$ cat src/rtl/fut_pkg.sv
package fut_pkg;
   localparam int SR_W       = 16;
   localparam int SR_S_BIT   = 13;
   localparam int SR_T0_BIT  = 14;
   localparam int SR_T1_BIT  = 15;
   localparam logic [3:0] FMT_UNIMP = 4'h2;

   typedef enum logic [2:0] {
      ST_IDLE, ST_DRAIN, ST_FETCH, ST_CLASS, ST_ENTER, ST_PUSH, ST_RESTART
   } fut_state_e;

   typedef enum logic [2:0] {
      CLS_NONE   = 3'd0,
      CLS_ZERO   = 3'd1,
      CLS_NORM   = 3'd2,
      CLS_DENORM = 3'd3,
      CLS_INFNAN = 3'd4,
      CLS_PACKED = 3'd5
   } fut_class_e;
endpackage

$ cat src/rtl/fut_classify.sv
module fut_classify
   import fut_pkg::*;
#(
   parameter int OPW = 32
) (
   input  logic [OPW-1:0] opd_i,
   input  logic           packed_i,
   output fut_class_e     cls_o
);
   localparam int EXP_W  = (OPW == 64) ? 11 : 8;
   localparam int FRAC_W = OPW - 1 - EXP_W;

   if (OPW != 32 && OPW != 64) begin : g_bad_opw
      $error("fut_classify: OPW must be 32 or 64");
   end

   logic [EXP_W-1:0]  exp_f;
   logic [FRAC_W-1:0] frac_f;

   if (OPW == 64) begin : g_dbl
      assign exp_f  = opd_i[62:52];
      assign frac_f = opd_i[51:0];
   end else begin : g_sgl
      assign exp_f  = opd_i[30:23];
      assign frac_f = opd_i[22:0];
   end

   always_comb begin
      if (packed_i)
         cls_o = CLS_PACKED;
      else if (exp_f == '0)
         cls_o = (frac_f == '0) ? CLS_ZERO : CLS_DENORM;
      else if (exp_f == '1)
         cls_o = CLS_INFNAN;
      else
         cls_o = CLS_NORM;
   end
endmodule

$ cat src/rtl/fut_frame_push.sv
module fut_frame_push
   import fut_pkg::*;
#(
   parameter int AW      = 32,
   parameter int DW      = 16,
   parameter int VEC_NUM = 11
) (
   input  logic          clk,
   input  logic          rst_n,
   input  logic          load_i,
   input  logic          active_i,
   input  logic [AW-1:0] sp_i,
   input  logic [AW-1:0] pc_i,
   input  logic [AW-1:0] ea_i,
   input  logic [SR_W-1:0] sr_i,
   input  logic          wr_ready_i,
   output logic          wr_valid_o,
   output logic [AW-1:0] wr_addr_o,
   output logic [DW-1:0] wr_data_o,
   output logic          last_o
);
   localparam int PCW = AW / DW;
   localparam int NW  = 2 * PCW + 2;
   localparam int FW  = NW * DW;
   localparam int WB  = DW / 8;
   localparam int IW  = $clog2(NW);
   localparam logic [DW-1:0] FMT_WORD = DW'({FMT_UNIMP, 12'(VEC_NUM * 4)});

   if (DW != 16) begin : g_bad_dw
      $error("fut_frame_push: frame word layout needs DW == 16");
   end
   if (AW % DW != 0) begin : g_bad_aw
      $error("fut_frame_push: AW must be a multiple of DW");
   end
   if (VEC_NUM < 0 || VEC_NUM > 255) begin : g_bad_vec
      $error("fut_frame_push: VEC_NUM out of range");
   end

   logic [FW-1:0] frame_q;
   logic [IW-1:0] idx_q;
   logic [AW-1:0] addr_q;
   logic          accept;

   assign accept     = active_i && wr_ready_i;
   assign wr_valid_o = active_i;
   assign wr_addr_o  = addr_q;
   assign wr_data_o  = frame_q[DW-1:0];
   assign last_o     = accept && (idx_q == IW'(NW - 1));

   always_ff @(posedge clk) begin
      if (!rst_n) begin
         frame_q <= '0;
         idx_q   <= '0;
         addr_q  <= '0;
      end else if (load_i) begin
         frame_q <= {DW'(sr_i), pc_i, FMT_WORD, ea_i};
         idx_q   <= '0;
         addr_q  <= sp_i - AW'(WB);
      end else if (accept) begin
         frame_q <= frame_q >> DW;
         idx_q   <= idx_q + 1'b1;
         addr_q  <= addr_q - AW'(WB);
      end
   end

   a_r10_hold_stall: assert property (@(posedge clk) disable iff (!rst_n)
      (wr_valid_o && !wr_ready_i) |=> (wr_valid_o && $stable(wr_addr_o) && $stable(wr_data_o)));

   a_r8_addr_step: assert property (@(posedge clk) disable iff (!rst_n)
      (accept && !last_o) |=> (wr_valid_o && wr_addr_o == $past(wr_addr_o) - AW'(WB)));

   a_r11_last_ends: assert property (@(posedge clk) disable iff (!rst_n)
      last_o |=> !wr_valid_o);
endmodule

$ cat src/rtl/fut_ctrl.sv
module fut_ctrl
   import fut_pkg::*;
#(
   parameter int AW  = 32,
   parameter int OPW = 32
) (
   input  logic           clk,
   input  logic           rst_n,
   input  logic           start_i,
   input  logic           has_mem_i,
   input  logic           packed_i,
   input  logic [AW-1:0]  ea_i,
   input  logic [AW-1:0]  pc_i,
   input  logic [AW-1:0]  sp_i,
   input  logic           fp_busy_i,
   input  logic           exc_pend_i,
   input  logic           acc_busy_i,
   input  logic           bus_err_i,
   input  logic           opf_ack_i,
   input  logic [OPW-1:0] opf_data_i,
   input  fut_class_e     cls_i,
   input  logic           push_last_i,
   output fut_state_e     state_o,
   output logic [AW-1:0]  ea_o,
   output logic [AW-1:0]  pc_o,
   output logic [AW-1:0]  sp_o,
   output logic [OPW-1:0] opd_o,
   output logic           packed_o,
   output fut_class_e     cls_o
);
   fut_state_e     st_q;
   logic           mem_q;
   logic           pk_q;
   logic [AW-1:0]  ea_q;
   logic [AW-1:0]  pc_q;
   logic [AW-1:0]  sp_q;
   logic [OPW-1:0] opd_q;
   fut_class_e     cls_q;
   logic           quiet;

   assign quiet = !fp_busy_i && !exc_pend_i && !acc_busy_i;

   always_ff @(posedge clk) begin
      if (!rst_n) begin
         st_q  <= ST_IDLE;
         mem_q <= 1'b0;
         pk_q  <= 1'b0;
         ea_q  <= '0;
         pc_q  <= '0;
         sp_q  <= '0;
         opd_q <= '0;
         cls_q <= CLS_NONE;
      end else begin
         unique case (st_q)
            ST_IDLE: if (start_i) begin
               st_q  <= ST_DRAIN;
               mem_q <= has_mem_i;
               pk_q  <= packed_i;
               ea_q  <= has_mem_i ? ea_i : '0;
               pc_q  <= pc_i;
               sp_q  <= sp_i;
               opd_q <= '0;
               cls_q <= CLS_NONE;
            end
            ST_DRAIN: begin
               if (bus_err_i)  st_q <= ST_RESTART;
               else if (quiet) st_q <= mem_q ? ST_FETCH : ST_ENTER;
            end
            ST_FETCH: begin
               if (bus_err_i) st_q <= ST_RESTART;
               else if (opf_ack_i) begin
                  opd_q <= opf_data_i;
                  st_q  <= ST_CLASS;
               end
            end
            ST_CLASS: begin
               cls_q <= cls_i;
               st_q  <= ST_ENTER;
            end
            ST_ENTER:   st_q <= ST_PUSH;
            ST_PUSH:    if (push_last_i) st_q <= ST_IDLE;
            ST_RESTART: st_q <= ST_IDLE;
            default:    st_q <= ST_IDLE;
         endcase
      end
   end

   assign state_o  = st_q;
   assign ea_o     = ea_q;
   assign pc_o     = pc_q;
   assign sp_o     = sp_q;
   assign opd_o    = opd_q;
   assign packed_o = pk_q;
   assign cls_o    = cls_q;

   a_r1_drain_hold: assert property (@(posedge clk) disable iff (!rst_n)
      (st_q == ST_DRAIN && !quiet) |=> (st_q == ST_DRAIN || st_q == ST_RESTART));

   a_r2_fetch_stable: assert property (@(posedge clk) disable iff (!rst_n)
      (st_q == ST_FETCH && !opf_ack_i && !bus_err_i) |=> (st_q == ST_FETCH && $stable(ea_q)));

   a_r4_restart_pulse: assert property (@(posedge clk) disable iff (!rst_n)
      (st_q == ST_RESTART) |=> (st_q == ST_IDLE));

   a_r12_ignore_start: assert property (@(posedge clk) disable iff (!rst_n)
      (st_q != ST_IDLE && start_i) |=> ($stable(ea_q) && $stable(pc_q) && $stable(sp_q)));
endmodule

$ cat src/rtl/fp_unimp_trap_seq.sv
module fp_unimp_trap_seq
   import fut_pkg::*;
#(
   parameter int AW      = 32,
   parameter int DW      = 16,
   parameter int OPW     = 32,
   parameter int VEC_NUM = 11
) (
   input  logic             clk,
   input  logic             rst_n,
   input  logic             start_i,
   input  logic             has_mem_i,
   input  logic             packed_i,
   input  logic [AW-1:0]    ea_i,
   input  logic [AW-1:0]    pc_i,
   input  logic [AW-1:0]    sp_i,
   input  logic [SR_W-1:0]  sr_i,
   input  logic             fp_busy_i,
   input  logic             exc_pend_i,
   input  logic             acc_busy_i,
   input  logic             bus_err_i,
   output logic             opf_req_o,
   output logic [AW-1:0]    opf_addr_o,
   input  logic             opf_ack_i,
   input  logic [OPW-1:0]   opf_data_i,
   output logic             sr_we_o,
   output logic [SR_W-1:0]  sr_o,
   output logic             wr_valid_o,
   output logic [AW-1:0]    wr_addr_o,
   output logic [DW-1:0]    wr_data_o,
   input  logic             wr_ready_i,
   output logic             done_o,
   output logic             restart_o,
   output logic [2:0]       op_class_o
);
   localparam logic [SR_W-1:0] SR_SET = SR_W'(1) << SR_S_BIT;
   localparam logic [SR_W-1:0] SR_CLR = (SR_W'(1) << SR_T1_BIT) | (SR_W'(1) << SR_T0_BIT);

   fut_state_e     st;
   fut_class_e     cls_comb;
   fut_class_e     cls_reg;
   logic [AW-1:0]  ea_l, pc_l, sp_l;
   logic [OPW-1:0] opd_l;
   logic           pk_l;
   logic           last;

   fut_ctrl #(.AW(AW), .OPW(OPW)) u_ctrl (
      .clk, .rst_n, .start_i, .has_mem_i, .packed_i, .ea_i, .pc_i, .sp_i,
      .fp_busy_i, .exc_pend_i, .acc_busy_i, .bus_err_i, .opf_ack_i, .opf_data_i,
      .cls_i(cls_comb), .push_last_i(last), .state_o(st), .ea_o(ea_l),
      .pc_o(pc_l), .sp_o(sp_l), .opd_o(opd_l), .packed_o(pk_l), .cls_o(cls_reg)
   );

   fut_classify #(.OPW(OPW)) u_cls (
      .opd_i(opd_l), .packed_i(pk_l), .cls_o(cls_comb)
   );

   fut_frame_push #(.AW(AW), .DW(DW), .VEC_NUM(VEC_NUM)) u_push (
      .clk, .rst_n, .load_i(st == ST_ENTER), .active_i(st == ST_PUSH),
      .sp_i(sp_l), .pc_i(pc_l), .ea_i(ea_l), .sr_i(sr_i), .wr_ready_i,
      .wr_valid_o, .wr_addr_o, .wr_data_o, .last_o(last)
   );

   assign opf_req_o  = (st == ST_FETCH);
   assign opf_addr_o = ea_l;
   assign sr_we_o    = (st == ST_ENTER);
   assign sr_o       = (sr_i | SR_SET) & ~SR_CLR;
   assign restart_o  = (st == ST_RESTART);
   assign done_o     = last;
   assign op_class_o = cls_reg;

   a_r4_restart_clean: assert property (@(posedge clk) disable iff (!rst_n)
      restart_o |-> (!wr_valid_o && !sr_we_o && !opf_req_o));

   a_r7_sr_then_push: assert property (@(posedge clk) disable iff (!rst_n)
      sr_we_o |=> (wr_valid_o && !sr_we_o));

   a_r11_done_single: assert property (@(posedge clk) disable iff (!rst_n)
      done_o |=> !done_o);
endmodule

$ cat config.mk
export PLATFORM = sky130hd
export DESIGN_NAME = fp_unimp_trap_seq
export DESIGN_NICKNAME = d
export VERILOG_FILES = /design/src/rtl/fut_pkg.sv /design/src/rtl/fut_classify.sv /design/src/rtl/fut_frame_push.sv /design/src/rtl/fut_ctrl.sv /design/src/rtl/fp_unimp_trap_seq.sv
export SDC_FILE = /design/constraint.sdc
export NUM_CORES = 1
export LEC_CHECK = 0
export BUFFER_PORTS_ARGS = -buffer_cell sky130_fd_sc_hd__buf_4
export CAP_MARGIN = 20
export CORE_ASPECT_RATIO = 2
export CORE_MARGIN = 2
export CORE_UTILIZATION = 35
export DETAILED_ROUTE_END_ITERATION = 8
export PLACE_DENSITY = 0.62
export SLEW_MARGIN = 20
export SYNTH_ARGS = -nofsm -noshare
export SYNTH_HDL_FRONTEND = slang
export SYNTH_SLANG_ARGS = --single-unit
$ cat constraint.sdc
create_clock -name clk -period 4.4 [get_ports clk]
set_clock_uncertainty 0.05 [all_clocks]
set_input_delay 0.44 -clock clk [delete_from_list [all_inputs] [get_ports clk]]
set_output_delay 0.44 -clock clk [all_outputs]
set_load 0.005 [all_outputs]
==> impl_results.md, run 1 <==
- Outcome: complete, no violations
- Flip-flop and latch area: 5330 um2
- Post-DRT Antenna Nets: 0
- Cell count after synthesis: 1,454
- Mapped Area: 11,500 um2
- Final core utilization: 43.6%
- PnR worst setup slack: 0.650 ns
- Clock Tree Buf Depth: 3
- Placement Setup Slack: 0.732 ns
- Die Y: 260 um
- Initial Utilization: 35.2%
- Post-CTS Setup Inserts: 0
- Worst Path Required: 4.73 ns
- Final Max Slew Viols: 0
- Fillers: 3,418
- Commonest non-fill, non-tap cells in the layout: nand2_1 (374), dfxtp_1 (266), buf_4 (264)
- Crit Path Category: flop to flop
- Worst Path Arrival: 4.08 ns
- Area growth, synth to finish: 23.8%
- Worst flop-to-flop path startpoint: u_ctrl.state_o[2]
- CP peak stage delay: 0.61 ns
- PwrDens: 585 nW/um2
- Yosys reg bits: 266
- First-pass GRT wire length: 55,700 um
- Net switching power: 0.00309 W
- CP cell instances: or3b_4 > clkinv_2 > mux2i_1 > ha_1 > nor2b_1 > nand4_1 > a221oi_1 > o211ai_1 > a211oi_1 > a211oi_1
- Cts bufs inserted: 25
- First DRT Iteration DRCs: 751
- Final instance area: 14,300 um2
- Hold Path Cell Cnt: 3
- Commonest non-fill, non-tap cell in the layout: nand2_1
- Vias in the first global route: 10,500
- Total global routing overflow: 0
- Worst R2R End: u_push.wr_addr_o[25]
- Die area: 34,400 um2
- DRC violations left: 0
- Number of flops mapped to enable cells by yosys: 0
- Final setup viols: 0
- Ys Warns: 0
- CTS H-tree depth: 1
- Crit path max-delay family: compound AO/OA/AOI/OAI gates
- Hpwl dp: 24,600 um
- Max-Cap Viols: 0
- Gpl congestion: 0.856
- CP Capture Type: flop
- Slew margin rel.: 35.0%
- Leakage: 5.54 nW
- Combinational power share: 34.6%
- Number of diodes: 0
- Post-cts sizing count: 0
- Routed length per placed instance: 17.5 um
- Hold buffer count at CTS: 0
- Sequential power share: 38.7%
- Die Width: 132 um
- Placed instance area: 13,400 um2
- Final hold viol count: 0
- Maximum vdd drop: 266 uV
- Port-buffer cells: 254
- Max Freq: 267 MHz
- Sequential element share of the synthesized area: 46.3%
- Netlist cell types: 66
- P_int: 0.00525 W
- CTS Root Cell: clkbuf_16
- Worst-Skew Late Latency: 0.53 ns
- Largest net degree at the start of global routing: 156
- Power, Total: 0.00834 W
- Slowest cell on crit path: a221oi_1
- Critical path's most frequent cell: a211oi_1
- Worst-margin pin slew: 0.975 ns
- Worst min-delay path class: primary input to flop
- Row cnt: 94
- Final Cycle Share: 85.2%
- Initial antenna violation count: 0
- Final min period: 3.75 ns
- Clock transition at the registers of the reported paths: 0.07 ns
- Total Wirelength: 35,800 um
- Min-Delay Endpoint: u_ctrl.sp_o[23]
- Fin nets: 1,759
- Setup TNS: 0 ns
- # IOs: 259
- Primary FF master, synth: dfxtp_1
- Drt pass-1 iters: 5
- Clock share of power: 26.7%
- Core outline area: 32,700 um2
- CP Max Fanout: 18
- WP buf/inv: 1
- Worst setup SP type: flop
- Hold Startpoint: sp_i[23]
- RSZ-0062 raised after global routing: false
- Switching share of power: 37.1%
- Share of post-route cells with drive strength above 1: 20.3%
- Multi-input logic area: 5510 um2
- Avg Cell Area, Syn: 7.92 um2
- DR vias: 10,900
- TritonCTS clock tree: done
- CTS sink cnt: 266
- Drt via density: 5.30
- Register-to-register setup slack: 0.65 ns
- Asr flop ratio synth: 0%
- Register-to-Register Path Depth: 10
- Global-route total usage across every layer: 19.8%
## stage by stage
stage,hold WS [ns],cells
floorplan,0.382,1455
global placement,0.395,2006
detailed placement,0.398,2006
CTS,0.0831,2051
global route,0.0947,2051
finish,0.101,2051
## cells in the mapped netlist, drive strengths merged, types with 2 or more instances
master   number  area (um2)
clkbuf       96         360
a221oi        4        70.1
buf          50         337
inv           7        26.3
or4           8        60.1
a21oi       130         654
o21ai        16        80.1
xnor2        11        96.3
and2          4        25.0
a31oi        11        68.8
and3          4        25.0
nor3         23         115
ha            3        37.5
a22oi        49         373
dfxtp       266        5330
nor4b         2        17.5
o31ai         2        15.0
mux2i         5        50.1
o22ai        10        62.6
nor4         19         119
nor2b         3        18.8
nand4        14         100
nor2        143         537
a211oi       13         103
or3          10        67.6
and4b         2        20.0
xor2         25         219
o211ai        6        45.0
nand3        44         220
conb          2        7.51
o2111ai       2        17.5
o31a          2        17.5
nor3b         4        30.0
nand2b        3        18.8
a311oi       66         578
nand2       374        1400
mux2          4        45.0
## per-layer routing
layer | vias to the layer above | track usage [%] | wire (um)
li1 | 5334 | - | -
met1 | 5171 | 22.2 | 13700
met2 | 303 | 36.7 | 19000
met3 | 68 | 2.53 | 1570
met4 | 0 | 9.53 | 1480
met5 | - | 0 | 0
## sequential cells by signal, summed over array words and instances, names as in the netlist
register / count
u_ctrl.cls_o: 3
u_ctrl.state_o: 3
u_ctrl.ea_o: 32
u_push.idx_q: 3
u_push.wr_addr_o: 32
u_push.frame_q: 96
u_ctrl.opd_o: 31
u_ctrl.sp_o: 32
u_ctrl.pc_o: 32
u_ctrl.mem_q: 1
u_ctrl.packed_o: 1
## power by group through the flow
stage | sequential, W | clock (W) | combinational [W]
floorplan | 0.00313 | 0 | 0.00207
global placement | 0.00326 | 0 | 0.00281
detailed placement | 0.00327 | 0 | 0.00287
CTS | 0.00322 | 0.00228 | 0.00288
global route | 0.00327 | 0.00238 | 0.00319
finish | 0.00323 | 0.00223 | 0.00289
## cell type report
class	instances	share of cell area, %
Sequential cell	266	37.4
Inverter	8	0.272
Clock buffer	35	5.14
Multi-Input combinational cell	1035	38.6
Tap cell	432	3.79
Timing Repair Buffer	265	14.0
Clock inverter	10	0.737
## cell families (layout without fill, tap and decap cells)
kind of cell | count (synthesis) | in the layout | share of synthesized area (%)
XOR/XNOR | 36 | 36 | 2.74
AND/OR/NAND/NOR | 660 | 660 | 24.3
adder cells (fa/ha/maj) | 3 | 3 | 0.326
other | 2 | 3 | 0.0652
buffers and inverters | 154 | 318 | 6.33
flip-flops | 266 | 266 | 46.3
multiplexers | 9 | 9 | 0.826
AO/OA/AOI/OAI | 324 | 324 | 19.1
## how the worst max path moves through the flow
| stage | from | to | slack, ns | depth (start not counted) |
|---|---|---|---|---|
| floorplan | u_ctrl.state_o[1] | u_push.wr_addr_o[25] | 0.72 | 16 |
| global placement | u_ctrl.state_o[2] | u_push.wr_addr_o[19] | 0.85 | 10 |
| detailed placement | u_ctrl.state_o[2] | u_push.wr_addr_o[25] | 0.73 | 10 |
| CTS | u_ctrl.state_o[2] | u_push.wr_addr_o[25] | 0.72 | 10 |
| global route | u_ctrl.state_o[2] | u_push.wr_addr_o[25] | 0.42 | 10 |
| finish | u_ctrl.state_o[2] | u_push.wr_addr_o[25] | 0.65 | 10 |
## worst register-to-register path: stages (launching register included)
cell and delay, ns:
dfxtp_1 0.60, or3b_4 0.54, clkinv_2 0.27, mux2i_1 0.25
ha_1 0.27, nor2b_1 0.16, nand4_1 0.37, a221oi_1 0.61
o211ai_1 0.19, a211oi_1 0.21, a211oi_1 0.07
No activity file was read; power rests on OpenSTA's default activity.
==> run 2, diff against run 1 <==
--- a/config.mk
+++ b/config.mk
@@ -5,13 +5,15 @@
 export SDC_FILE = /design/constraint.sdc
 export NUM_CORES = 1
 export LEC_CHECK = 0
+export ABC_AREA = 1
 export BUFFER_PORTS_ARGS = -buffer_cell sky130_fd_sc_hd__buf_4
 export CAP_MARGIN = 20
-export CORE_ASPECT_RATIO = 2
+export CORE_ASPECT_RATIO = 0.6
 export CORE_MARGIN = 2
 export CORE_UTILIZATION = 35
 export DETAILED_ROUTE_END_ITERATION = 8
-export PLACE_DENSITY = 0.62
+export HOLD_SLACK_MARGIN = 0.02
+export PLACE_DENSITY = 0.61
 export SLEW_MARGIN = 20
 export SYNTH_ARGS = -nofsm -noshare
 export SYNTH_HDL_FRONTEND = slang
==> impl_results.md, run 2 <==
- Outcome: complete, no violations
- Register-to-Register Path Depth: 9 (-1)
- Area contributors post-synth: dfxtp_1 (44%), nand2_1 (13%), inv_1 (7.4%), a21oi_1 (6.5%), o21ai_0 (6.2%)
- TritonCTS clock tree: done
- CTS sink cnt: 266 (unchanged)
- Asr flop ratio synth: 0% (unchanged)
- Switching share of power: 42.5% (+5.5 points)
- Final Cycle Share: 81.1% (-4.1 points)
- Fin nets: 2,052 (+17%)
- Cell count after synthesis: 1,735 (+19%)
- Dpl cells: 2,324 (+16%)
- CTS H-tree depth: 1 (unchanged)
- Worst R2R End: u_push.wr_addr_o[5]
- Leading area contributor after synthesis: dfxtp_1
- Die Y: 148 um (-43%)
- Slew margin rel.: 24.8% (-10 points)
- Final setup viols: 0 (unchanged)
- Total Wirelength: 39,100 um (+9.1%)
- CP peak stage delay: 0.75 ns (+0.14 ns)
- Combinational power share: 42.0% (+7.4 points)
- Gpl congestion: 0.922 (+7.7%)
- Drt pass-1 iters: 7 (+2)
- Net switching power: 0.00399 W (+29%)
- Register-to-register setup slack: 1.29 ns (+0.64 ns)
- Worst Path Required: 3.91 ns (-0.82 ns)
- Final Max Slew Viols: 0 (unchanged)
- Sequential power share: 32.2% (-6.5 points)
- # IOs: 259 (unchanged)
- Post-CTS Setup Inserts: 0 (unchanged)
- CTS Root Cell: clkbuf_16
- Worst Path Arrival: 3.08 ns (-1.00 ns)
- Avg Cell Area, Syn: 6.94 um2 (-12%)
- Crit path max-delay family: buffers and inverters
- Hold Path Cell Cnt: 3 (unchanged)
- Drt via density: 4.83 (-8.8%)
- Max Freq: 280 MHz (+5.1%)
- DR vias: 11,500 (+5.6%)
- Final min period: 3.57 ns (-0.181 ns)
- Core outline area: 33,800 um2 (+3.3%)
- Initial antenna violation count: 2 (+2)
- Maximum vdd drop: 396 uV (+49%)
- Cts bufs inserted: 27 (+8.0%)
- Worst-Skew Late Latency: 0.55 ns (+0.02 ns)
- Leakage: 7.04 nW (+27%)
- Setup TNS: 0 ns (unchanged)
- Crit Path Category: flop to primary output
- Max-Cap Viols: 0 (unchanged)
- Die area: 35,900 um2 (+4.3%)
- Placed instance area: 13,900 um2 (+3.8%)
- Min-Delay Endpoint: u_ctrl.pc_o[24]
- Synth cell count leaders: nand2_1 (429), dfxtp_1 (266), inv_1 (237)
- Port-buffer cells: 254 (unchanged)
- Initial Utilization: 35.6% (+0.43 points)
- First DRT Iteration DRCs: 905 (+21%)
- Worst flop-to-flop path startpoint: u_ctrl.state_o[2]
- Routed length per placed instance: 16.5 um (-5.8%)
- RSZ-0062 raised after global routing: false
- Worst setup SP type: flop
- Global-route total usage across every layer: 21.1% (+1.3 points)
- Max reg flops: 96 (unchanged)
- Mapped Area: 12,000 um2 (+4.5%)
- Commonest non-fill, non-tap cells in the layout: nand2_1 (429), dfxtp_1 (266), buf_4 (265)
- Post-DRT Antenna Nets: 0 (unchanged)
- WP buf/inv: 3 (+2)
- Vias in the first global route: 10,600 (+0.58%)
- Post-cts sizing count: 0 (unchanged)
- Commonest non-fill, non-tap cell in the layout: nand2_1
- Hold buffer count at CTS: 0 (unchanged)
- DRC violations left: 0 (unchanged)
- CP Max Fanout: 68 (+50)
- Worst min-delay path class: primary input to flop
- PwrDens: 631 nW/um2 (+7.9%)
- Clock transition at the registers of the reported paths: 0.07 ns (about the same)
- Ys Warns: 0 (unchanged)
- Critical path's most frequent cell: buf_4
- Fillers: 3,442 (+0.70%)
- Final cell count without fillers: 2,375 (+16%)
- Netlist cell types: 37 (-44%)
- Count leader, synth: nand2_1
- Final hold viol count: 0 (unchanged)
- First-pass GRT wire length: 60,100 um (+7.8%)
- Row cnt: 52 (-45%)
- Yosys reg bits: 266 (unchanged)
- CP cell instances: nand2_4 > inv_2 > buf_4 > buf_4
- Slowest cell on crit path: dfxtp_1
- CP Capture Type: primary output
- Most flops, register: u_push.frame_q
- Die Width: 243 um (+84%)
- Worst-margin pin slew: 1.13 ns (+0.153 ns)
- Sequential element share of the synthesized area: 44.2% (-2.0 points)
- Share of post-route cells with drive strength above 1: 18.4% (-1.8 points)
- Hpwl dp: 27,500 um (+12%)
- Hold Startpoint: pc_i[24]
- Largest net degree at the start of global routing: 159 (+1.9%)
- Clock Tree Buf Depth: 3 (unchanged)
- Clock share of power: 25.8% (-0.9 points)
- P_int: 0.00539 W (+2.7%)
- Primary FF master, synth: dfxtp_1
- Final instance area: 14,900 um2 (+4.2%)
- Area growth, synth to finish: 23.4%
- Area share of the largest cell type after synthesis: 44.2% (-2.0 points)
- Number of flops mapped to enable cells by yosys: 0 (unchanged)
- Total global routing overflow: 0 (unchanged)
==> run 2: cell types whose count changed after synthesis, sizes merged, moves of 15 or more <==
cell	previous run	this run
nand3	44	106
a21oi	130	158
o221ai	0	15
buf	50	73
inv	7	243
o21ai	16	152
xor2	25	1
nor3	23	5
nand2	374	440
clkbuf	96	64
a311oi	66	0
==> run 2: worst max-delay path by stage <==
stage                                  from                   end  slack (ns)  cells past startpoint
after floorplan           u_ctrl.state_o[0]  u_push.wr_addr_o[31]        2.34                     15
after global placement    u_ctrl.state_o[2]  u_push.wr_addr_o[29]        1.34                      8
after detailed placement  u_ctrl.state_o[2]   u_push.wr_addr_o[3]        1.28                      8
after CTS                 u_ctrl.state_o[2]               sr_we_o        0.79                      4
after global routing      u_ctrl.state_o[2]               sr_we_o        0.63                      4
final                     u_ctrl.state_o[2]               sr_we_o        0.83                      4
==> run 2: kinds of logic (layout without fill, tap and decap cells) <==
family	after synthesis	in the layout	synth area share [%]
compound gates	381	381	17.5
other cells	2	5	0.0624
flops	266	266	44.2
simple gates	702	702	24.2
xor+xnor	1	1	0.0728
fa+ha+maj	3	3	0.312
buf+inv	380	558	13.6
==> run 2: layout make-up <==
cell class,count,area [um2],area share [%]
diodes,2,5.00,0.0337
clock buffers,34,762,5.13
clock inverters,15,166,1.12
inverters,243,916,6.17
multi-input cells,1090,5090,34.3
flip-flops and latches,266,5330,35.9
well taps,459,574,3.87
repair buffers,266,2010,13.5
==> run 2: worst register-to-register path, stage by stage, from the launching register on <==
cell and delay (ns):
dfxtp_1 0.75, nand2_4 0.56, inv_2 0.30, nor2_4 0.06
inv_2 0.57, buf_4 0.41, o21ai_0 0.14, o21ai_0 0.09
nand2_1 0.06, inv_1 0.07
==> run 2: per-layer routing <==
layer | track usage [%] | share of wire, %
met1 | 32.0 | 50
met2 | 29.0 | 39
met3 | 6.46 | 9.0
met4 | 4.11 | 1.6
met5 | 0 | 0.033
==> run 2: through the flow <==
step | hold slack (ns) | total power [W] | setup slack [ns] | util (%)
detailed placement | 0.391 | 0.00694 | 1.28 | 41.2
floorplan | 0.374 | 0.00574 | 2.34 | -
CTS | 0.0395 | 0.00938 | 0.789 | 44.0
global route | 0.0651 | 0.0100 | 0.627 | 44.0
global placement | 0.387 | 0.00690 | 1.34 | 41.2
finish | 0.0702 | 0.00938 | 0.831 | 44.0
==> run 2: power by group through the flow <==
| stage | logic [W] | registers [W] | clock network [W] |
|---|---|---|---|
| 3_5_place_dp | 0.00388 | 0.00307 | 0 |
| 4_1_cts | 0.00389 | 0.00302 | 0.00247 |
| 5_1_grt | 0.00442 | 0.00306 | 0.00256 |
| 3_3_place_gp | 0.00384 | 0.00306 | 0 |
| 2_1_floorplan | 0.00274 | 0.00300 | 0 |
| 6_report | 0.00394 | 0.00302 | 0.00242 |
